[src/rtl/pmpx_pkg.sv]
package pmpx_pkg;

   typedef enum logic [1:0] {
      AM_OFF   = 2'd0,
      AM_TOR   = 2'd1,
      AM_NA4   = 2'd2,
      AM_NAPOT = 2'd3
   } amode_e;

   // Configuration byte: bit 7 lock, 6:5 unused, 4:3 mode, 2 X, 1 W, 0 R
   typedef struct packed {
      logic       lock;
      logic [1:0] rsvd;
      amode_e     amode;
      logic       x;
      logic       w;
      logic       r;
   } rcfg_t;

   localparam int PERM_R = 0;
   localparam int PERM_W = 1;
   localparam int PERM_X = 2;

endpackage

[src/rtl/pmpx_region_match.sv]
module pmpx_region_match #(
   parameter int PADDR_W = 32,
   localparam int WA_W = PADDR_W - 2
) (
   input  logic [PADDR_W-1:0] first_b,
   input  logic [PADDR_W-1:0] last_b,
   input  logic               end_wrap,
   input  pmpx_pkg::amode_e   amode,
   input  logic [WA_W-1:0]    lo_word,
   input  logic [WA_W-1:0]    own_word,
   output logic               matched
);
   import pmpx_pkg::*;

   logic [WA_W-1:0] first_w, last_w, span_mask;
   logic            in_tor, in_na4, in_napot;

   assign first_w   = first_b[PADDR_W-1:2];
   assign last_w    = last_b[PADDR_W-1:2];
   // trailing ones plus the first zero above them
   assign span_mask = own_word ^ (own_word + 1'b1);

   assign in_tor   = (first_w >= lo_word) && (first_w < own_word) &&
                     (last_w  >= lo_word) && (last_w  < own_word);
   assign in_na4   = (first_w == own_word) && (last_w == own_word);
   assign in_napot = ((first_w & ~span_mask) == (own_word & ~span_mask)) &&
                     ((last_w  & ~span_mask) == (own_word & ~span_mask));

   always_comb begin
      unique case (amode)
         AM_TOR:   matched = in_tor;
         AM_NA4:   matched = in_na4;
         AM_NAPOT: matched = in_napot;
         default:  matched = 1'b0;
      endcase
      if (end_wrap) matched = 1'b0;
   end

endmodule

[src/rtl/pmpx_prio_pick.sv]
module pmpx_prio_pick #(
   parameter int N = 8,
   localparam int IDX_W = (N > 1) ? $clog2(N) : 1
) (
   input  logic [N-1:0]     hits,
   output logic [N-1:0]     sel_oh,
   output logic             any,
   output logic [IDX_W-1:0] idx
);
   assign sel_oh = hits & (~hits + 1'b1);
   assign any    = |hits;

   always_comb begin
      idx = '0;
      for (int i = N - 1; i >= 0; i--) begin
         if (hits[i]) idx = IDX_W'(i);
      end
   end

endmodule

[src/rtl/pmpx_perm_eval.sv]
module pmpx_perm_eval (
   input  pmpx_pkg::rcfg_t cfg,
   input  logic            mach,
   input  logic            lockdown,
   input  logic [2:0]      req,
   output logic            granted
);
   import pmpx_pkg::*;

   logic [2:0] own_bits, allowed;
   logic       shared, veto;

   assign own_bits = {cfg.x, cfg.w, cfg.r};
   assign shared   = cfg.w && !cfg.r;

   always_comb begin
      veto    = 1'b0;
      allowed = own_bits;
      if (!lockdown) begin
         if (mach && !cfg.lock) allowed = 3'b111;
      end else if (cfg.lock) begin
         if (shared) begin
            allowed = 3'b000;
            allowed[PERM_X] = 1'b1;
            allowed[PERM_R] = mach && cfg.x;
         end else begin
            veto = !mach && (own_bits != 3'b000);
         end
      end else begin
         if (shared) begin
            allowed = 3'b000;
            allowed[PERM_R] = 1'b1;
            allowed[PERM_W] = mach || cfg.x;
         end else begin
            veto = mach && (own_bits != 3'b000);
         end
      end
   end

   assign granted = !veto && ((req & ~allowed) == 3'b000);

   always_comb begin
      // p_m_only_r9: locked private regions refuse the non-machine side
      assert (!(lockdown && cfg.lock && !shared && !mach &&
                own_bits != 3'b000) || !granted)
         else $error("p_m_only_r9");
      // p_u_only_r11: unlocked private regions refuse the machine side
      assert (!(lockdown && !cfg.lock && !shared && mach &&
                own_bits != 3'b000) || !granted)
         else $error("p_u_only_r11");
   end

endmodule

[src/rtl/pmpx_access_check.sv]
module pmpx_access_check #(
   parameter int N_REGIONS = 8,
   parameter int PADDR_W   = 32,
   parameter int SIZE_W    = 4,
   localparam int IDX_W    = (N_REGIONS > 1) ? $clog2(N_REGIONS) : 1
) (
   input  logic [PADDR_W-1:0]               acc_addr,
   input  logic [SIZE_W-1:0]                acc_size,
   input  logic [2:0]                       acc_req,
   input  logic                             acc_mach,
   input  logic [N_REGIONS*8-1:0]           region_cfg,
   input  logic [N_REGIONS*(PADDR_W-2)-1:0] region_addr,
   input  logic                             lockdown_en,
   input  logic                             strict_m_en,
   output logic                             allow,
   output logic                             hit,
   output logic [IDX_W-1:0]                 hit_idx
);
   import pmpx_pkg::*;

   localparam int WA_W = PADDR_W - 2;

   if (N_REGIONS < 1 || N_REGIONS > 64) begin : g_bad_count
      $error("N_REGIONS must lie in 1..64");
   end
   if (PADDR_W < 8) begin : g_bad_addr
      $error("PADDR_W must be at least 8");
   end
   if (SIZE_W < 1 || SIZE_W >= PADDR_W) begin : g_bad_size
      $error("SIZE_W must lie in 1..PADDR_W-1");
   end

   logic [SIZE_W-1:0]    span;
   logic [PADDR_W:0]     end_ext;
   logic [PADDR_W-1:0]   last_b;
   logic                 end_wrap;

   assign span     = (acc_size == '0) ? '0 : acc_size - 1'b1;
   assign end_ext  = {1'b0, acc_addr} + {{(PADDR_W + 1 - SIZE_W){1'b0}}, span};
   assign last_b   = end_ext[PADDR_W-1:0];
   assign end_wrap = end_ext[PADDR_W];

   rcfg_t                cfg_a [N_REGIONS];
   logic [N_REGIONS-1:0] hits, live, sel_oh;

   for (genvar r = 0; r < N_REGIONS; r++) begin : g_region
      logic [WA_W-1:0] lo_w;
      assign cfg_a[r] = rcfg_t'(region_cfg[r*8 +: 8]);
      assign live[r]  = (cfg_a[r].amode != AM_OFF);
      if (r == 0) begin : g_base
         assign lo_w = '0;
      end else begin : g_prev
         assign lo_w = region_addr[(r-1)*WA_W +: WA_W];
      end
      pmpx_region_match #(.PADDR_W(PADDR_W)) u_match (
         .first_b  (acc_addr),
         .last_b   (last_b),
         .end_wrap (end_wrap),
         .amode    (cfg_a[r].amode),
         .lo_word  (lo_w),
         .own_word (region_addr[r*WA_W +: WA_W]),
         .matched  (hits[r])
      );
   end

   pmpx_prio_pick #(.N(N_REGIONS)) u_pick (
      .hits   (hits),
      .sel_oh (sel_oh),
      .any    (hit),
      .idx    (hit_idx)
   );

   rcfg_t sel_cfg;
   always_comb begin
      sel_cfg = '0;
      for (int r = 0; r < N_REGIONS; r++) begin
         if (sel_oh[r]) sel_cfg = rcfg_t'(sel_cfg | cfg_a[r]);
      end
   end

   logic region_ok, rules_on, miss_ok;

   pmpx_perm_eval u_eval (
      .cfg      (sel_cfg),
      .mach     (acc_mach),
      .lockdown (lockdown_en),
      .req      (acc_req),
      .granted  (region_ok)
   );

   assign rules_on = |live;

   always_comb begin
      if (strict_m_en) begin
         miss_ok = 1'b0;
      end else if (lockdown_en && (!acc_mach || acc_req[PERM_X])) begin
         miss_ok = 1'b0;
      end else begin
         miss_ok = acc_mach || !rules_on;
      end
   end

   assign allow = hit ? region_ok : miss_ok;

   always_comb begin
      // p_onehot_sel_r4
      assert ($onehot0(sel_oh)) else $error("p_onehot_sel_r4");
      // p_idx_is_hit_r4
      assert (!hit || hits[hit_idx]) else $error("p_idx_is_hit_r4");
      // p_strict_miss_r6
      assert (!(strict_m_en && !hit) || !allow) else $error("p_strict_miss_r6");
      // p_exec_miss_r5
      assert (!(lockdown_en && !hit && acc_req[PERM_X]) || !allow)
         else $error("p_exec_miss_r5");
      // p_user_bound_r7
      assert (!(allow && hit && !lockdown_en && !acc_mach) ||
              ((acc_req & ~{sel_cfg.x, sel_cfg.w, sel_cfg.r}) == 3'b000))
         else $error("p_user_bound_r7");
   end

endmodule

[config.mk]
export PLATFORM = sky130hd
export DESIGN_NAME = pmpx_access_check
export DESIGN_NICKNAME = d
export VERILOG_FILES = /design/src/rtl/pmpx_pkg.sv /design/src/rtl/pmpx_region_match.sv /design/src/rtl/pmpx_prio_pick.sv /design/src/rtl/pmpx_perm_eval.sv /design/src/rtl/pmpx_access_check.sv
export SDC_FILE = /design/constraint.sdc
export NUM_CORES = 1
export LEC_CHECK = 0
export ABC_CLOCK_PERIOD_IN_PS = 11400
export BUFFER_PORTS_ARGS = -buffer_cell sky130_fd_sc_hd__clkbuf_2
export CAP_MARGIN = 20
export CORE_MARGIN = 10
export CORE_UTILIZATION = 40
export DETAILED_ROUTE_END_ITERATION = 8
export MAX_ROUTING_LAYER = met4
export SYNTH_ARGS = -nofsm -noshare
export SYNTH_HDL_FRONTEND = slang
export SYNTH_SLANG_ARGS = --single-unit
export TNS_END_PERCENT = 50
[constraint.sdc]
create_clock -name vclk -period 11.4
set_input_delay 2.85 -clock vclk [all_inputs]
set_output_delay 2.85 -clock vclk [all_outputs]
set_load 0.05 [all_outputs]
==> qor.yml <==
floorplanning:
  coreArea_mm2: 0.0732
  die_y_um: 292
  die_area_mm2: 0.0853
  row_count: 99
  pin_count: 351
  initial_core_util_pct: 40.4
  dieWidth_um: 292
cells_and_area:
  final_core_util_pct: 58.0
  drive_above_1_share_pct: 31.0
  num-nets-final: 6659
  clkbuf_count: 0
  seq_cell_count: 0
  area_growth_pct: 43.4
  seq_area_um2: 0
yosys:
  yosys.cell_types.count: 95
  synth_area_mm2: 0.0296
  yosys-top-cells-area: "ha_1 31%, xnor2_1 9.5%, xor2_1 6.7%"
  syn_area_per_cell_um2: 7.20
  syn_inst: 4114
  syn_nets: 5183
  yosysWarnings: 0
  yosysTopAreaCell: "ha_1"
  yosysSeqAreaShare_pct: 0
  synth.top_cell.area_share_pct: 30.6
timing:
  finalMaxSlewViolations: 0
  rsz0062_at_grt: "true"
  tns_ns: -2.47
  worstMarginPinSlew_ns: 1.19
  fmax_mhz: 78.2
  setup_viol: 5
  fin_ws_ns: -1.39
  period_share_pct: 112
  slew_headroom_pct: 20.2
  hold_viol: 0
  fin_crit_ns: 12.79
worst_setup_path:
  cp_slowest_stage_delay_ns: 0.57
  startpoint_type: "primary input"
  cpMostUsedCell: "buf_4"
  path_max_fanout: 6
  required_ns: 8.55
  setup.worst_path.class: "primary input to output pin"
  cp_slowest_cell: "or4_4"
  worstPathArrival_ns: 9.94
  end_kind: "output pin"
global_routing:
  use_met1_pct: 58.1
  grt-busiest-layer: "met2"
  antenna_found_initial: 8
  grt_max_degree: 23
  grt_pass1_wl_mm: 263
  met2_usage_pct: 60.7
  grt_pass1_vias: 36867
  grt_overflow: 0
  track_usage_pct: 43.4
  grt_use_met3_pct: 12.2
placed_design:
  place_congestion: 1.12
  portBuffers: 335
  dp_slack_ns: -1.82
  place_hpwl_mm: 167
routing:
  wl_per_cell_um: 29.3
  wirelength_mm: 192
  drc: 0
  via_count: 40347
  viasPerCell: 6.16
  firstDrtPassIters: 6
  ant_nets: 0
  initialDrtViolationCount: 5697
status:
  status: "finished, violations left"
  violations: "setup timing"
hold_path:
  min_path_type: "primary input to output pin"
run:
  drv_cap: 0
==> through the flow <==
stage	instances	area (um2)	hold WS, ns
after global routing	6551	42400	6.25
final	6553	42400	6.25
after floorplan	4114	29700	6.06
after CTS	6540	42200	6.24
after global placement	6524	41500	6.25
after detailed placement	6524	41500	6.23
==> path summary, 6_finish.rpt <==
path,start,depth (start not counted),end
worst max-delay path,acc_size[0],34,allow
worst min-delay path,strict_m_en,4,allow
==> logic make-up after synthesis <==
family | share of synthesized area (%)
adder cells (fa/ha/maj) | 30.6
AND/OR/NAND/NOR | 26.9
multiplexers | 0.989
AO/OA/AOI/OAI | 19.2
XOR/XNOR | 16.4
buffers and inverters | 6.01
==> routing by layer <==
layer | wire [um] | vias to the layer above
met4 | 8860 | 0
met5 | 0 | -
met1 | 81200 | 19130
met3 | 25800 | 380
met2 | 76200 | 2675
li1 | - | 18162
==> repair_timing <==
item	4_1_cts	5_1_grt
gates resized for setup	117	38
endpoints found under the hold margin	0	0
setup buffers	16	7
pin swaps	60	25
hold buffers	0	0
endpoints found under the setup margin	5	5
==> worst max-delay path: cells and delay by family <==
| kind | cells | cell delay, ns |
|---|---|---|
| compound gates | 10 | 2.49 |
| xor+xnor | 1 | 0.15 |
| buf+inv | 14 | 2.26 |
| fa+ha+maj | 2 | 0.60 |
| simple gates | 7 | 1.58 |
==> placed cells by master, fill, tap and decap left out, drive strengths merged, types with 22 or more instances in the layout <==
master | synthesis | layout
buf | 29 | 1211
ha | 723 | 723
inv | 387 | 386
nand2 | 332 | 332
clkbuf | 38 | 330
xnor2 | 323 | 323
nor2 | 244 | 244
nand4 | 230 | 230
xor2 | 228 | 228
a21oi | 200 | 200
o21ai | 184 | 184
nand3 | 148 | 148
nor3 | 117 | 117
a21o | 93 | 93
nor4 | 90 | 90
nor2b | 86 | 86
or3 | 68 | 68
a211oi | 54 | 54
and3 | 42 | 42
nand2b | 37 | 37
o21a | 36 | 36
a2111oi | 31 | 31
and4 | 22 | 22
a22oi | 22 | 22
==> synthesized netlist by cell type, types with 7 or more instances <==
library cell  number
and4_1            22
a211oi_1          52
a21boi_0          10
nand4_1          230
a32oi_1           10
o211ai_1          21
or4_1             17
and2_1            14
inv_1            385
a31oi_1           18
a2111oi_0         25
a211o_1           18
or3_1             68
mux2i_1           21
nand2_1          332
nor4_1            87
nor4b_1            9
clkbuf_1          37
nor3_1           117
buf_2             18
or2_2             15
a21o_1            93
nand2b_1          37
a221oi_1          14
o21bai_1          13
nand3b_1           7
ha_1             723
nor2_1           243
a21oi_1          199
nand3_1          147
o221ai_1          11
o2111ai_1         12
xor2_1           228
xnor2_1          320
and3_1            42
nor2b_1           86
o311ai_0           8
o31ai_1           14
o31a_1             8
o21ai_0          181
a22oi_1           21
o21a_1            36
nand4b_1          15
==> area by class of cell <==
cell class / instances / area [um2]
inverters: 392 / 1480
well taps: 959 / 1200
repair buffers: 1541 / 11000
multi-input cells: 3655 / 28700
diodes: 6 / 15.0
fillers: 7160 / 30800
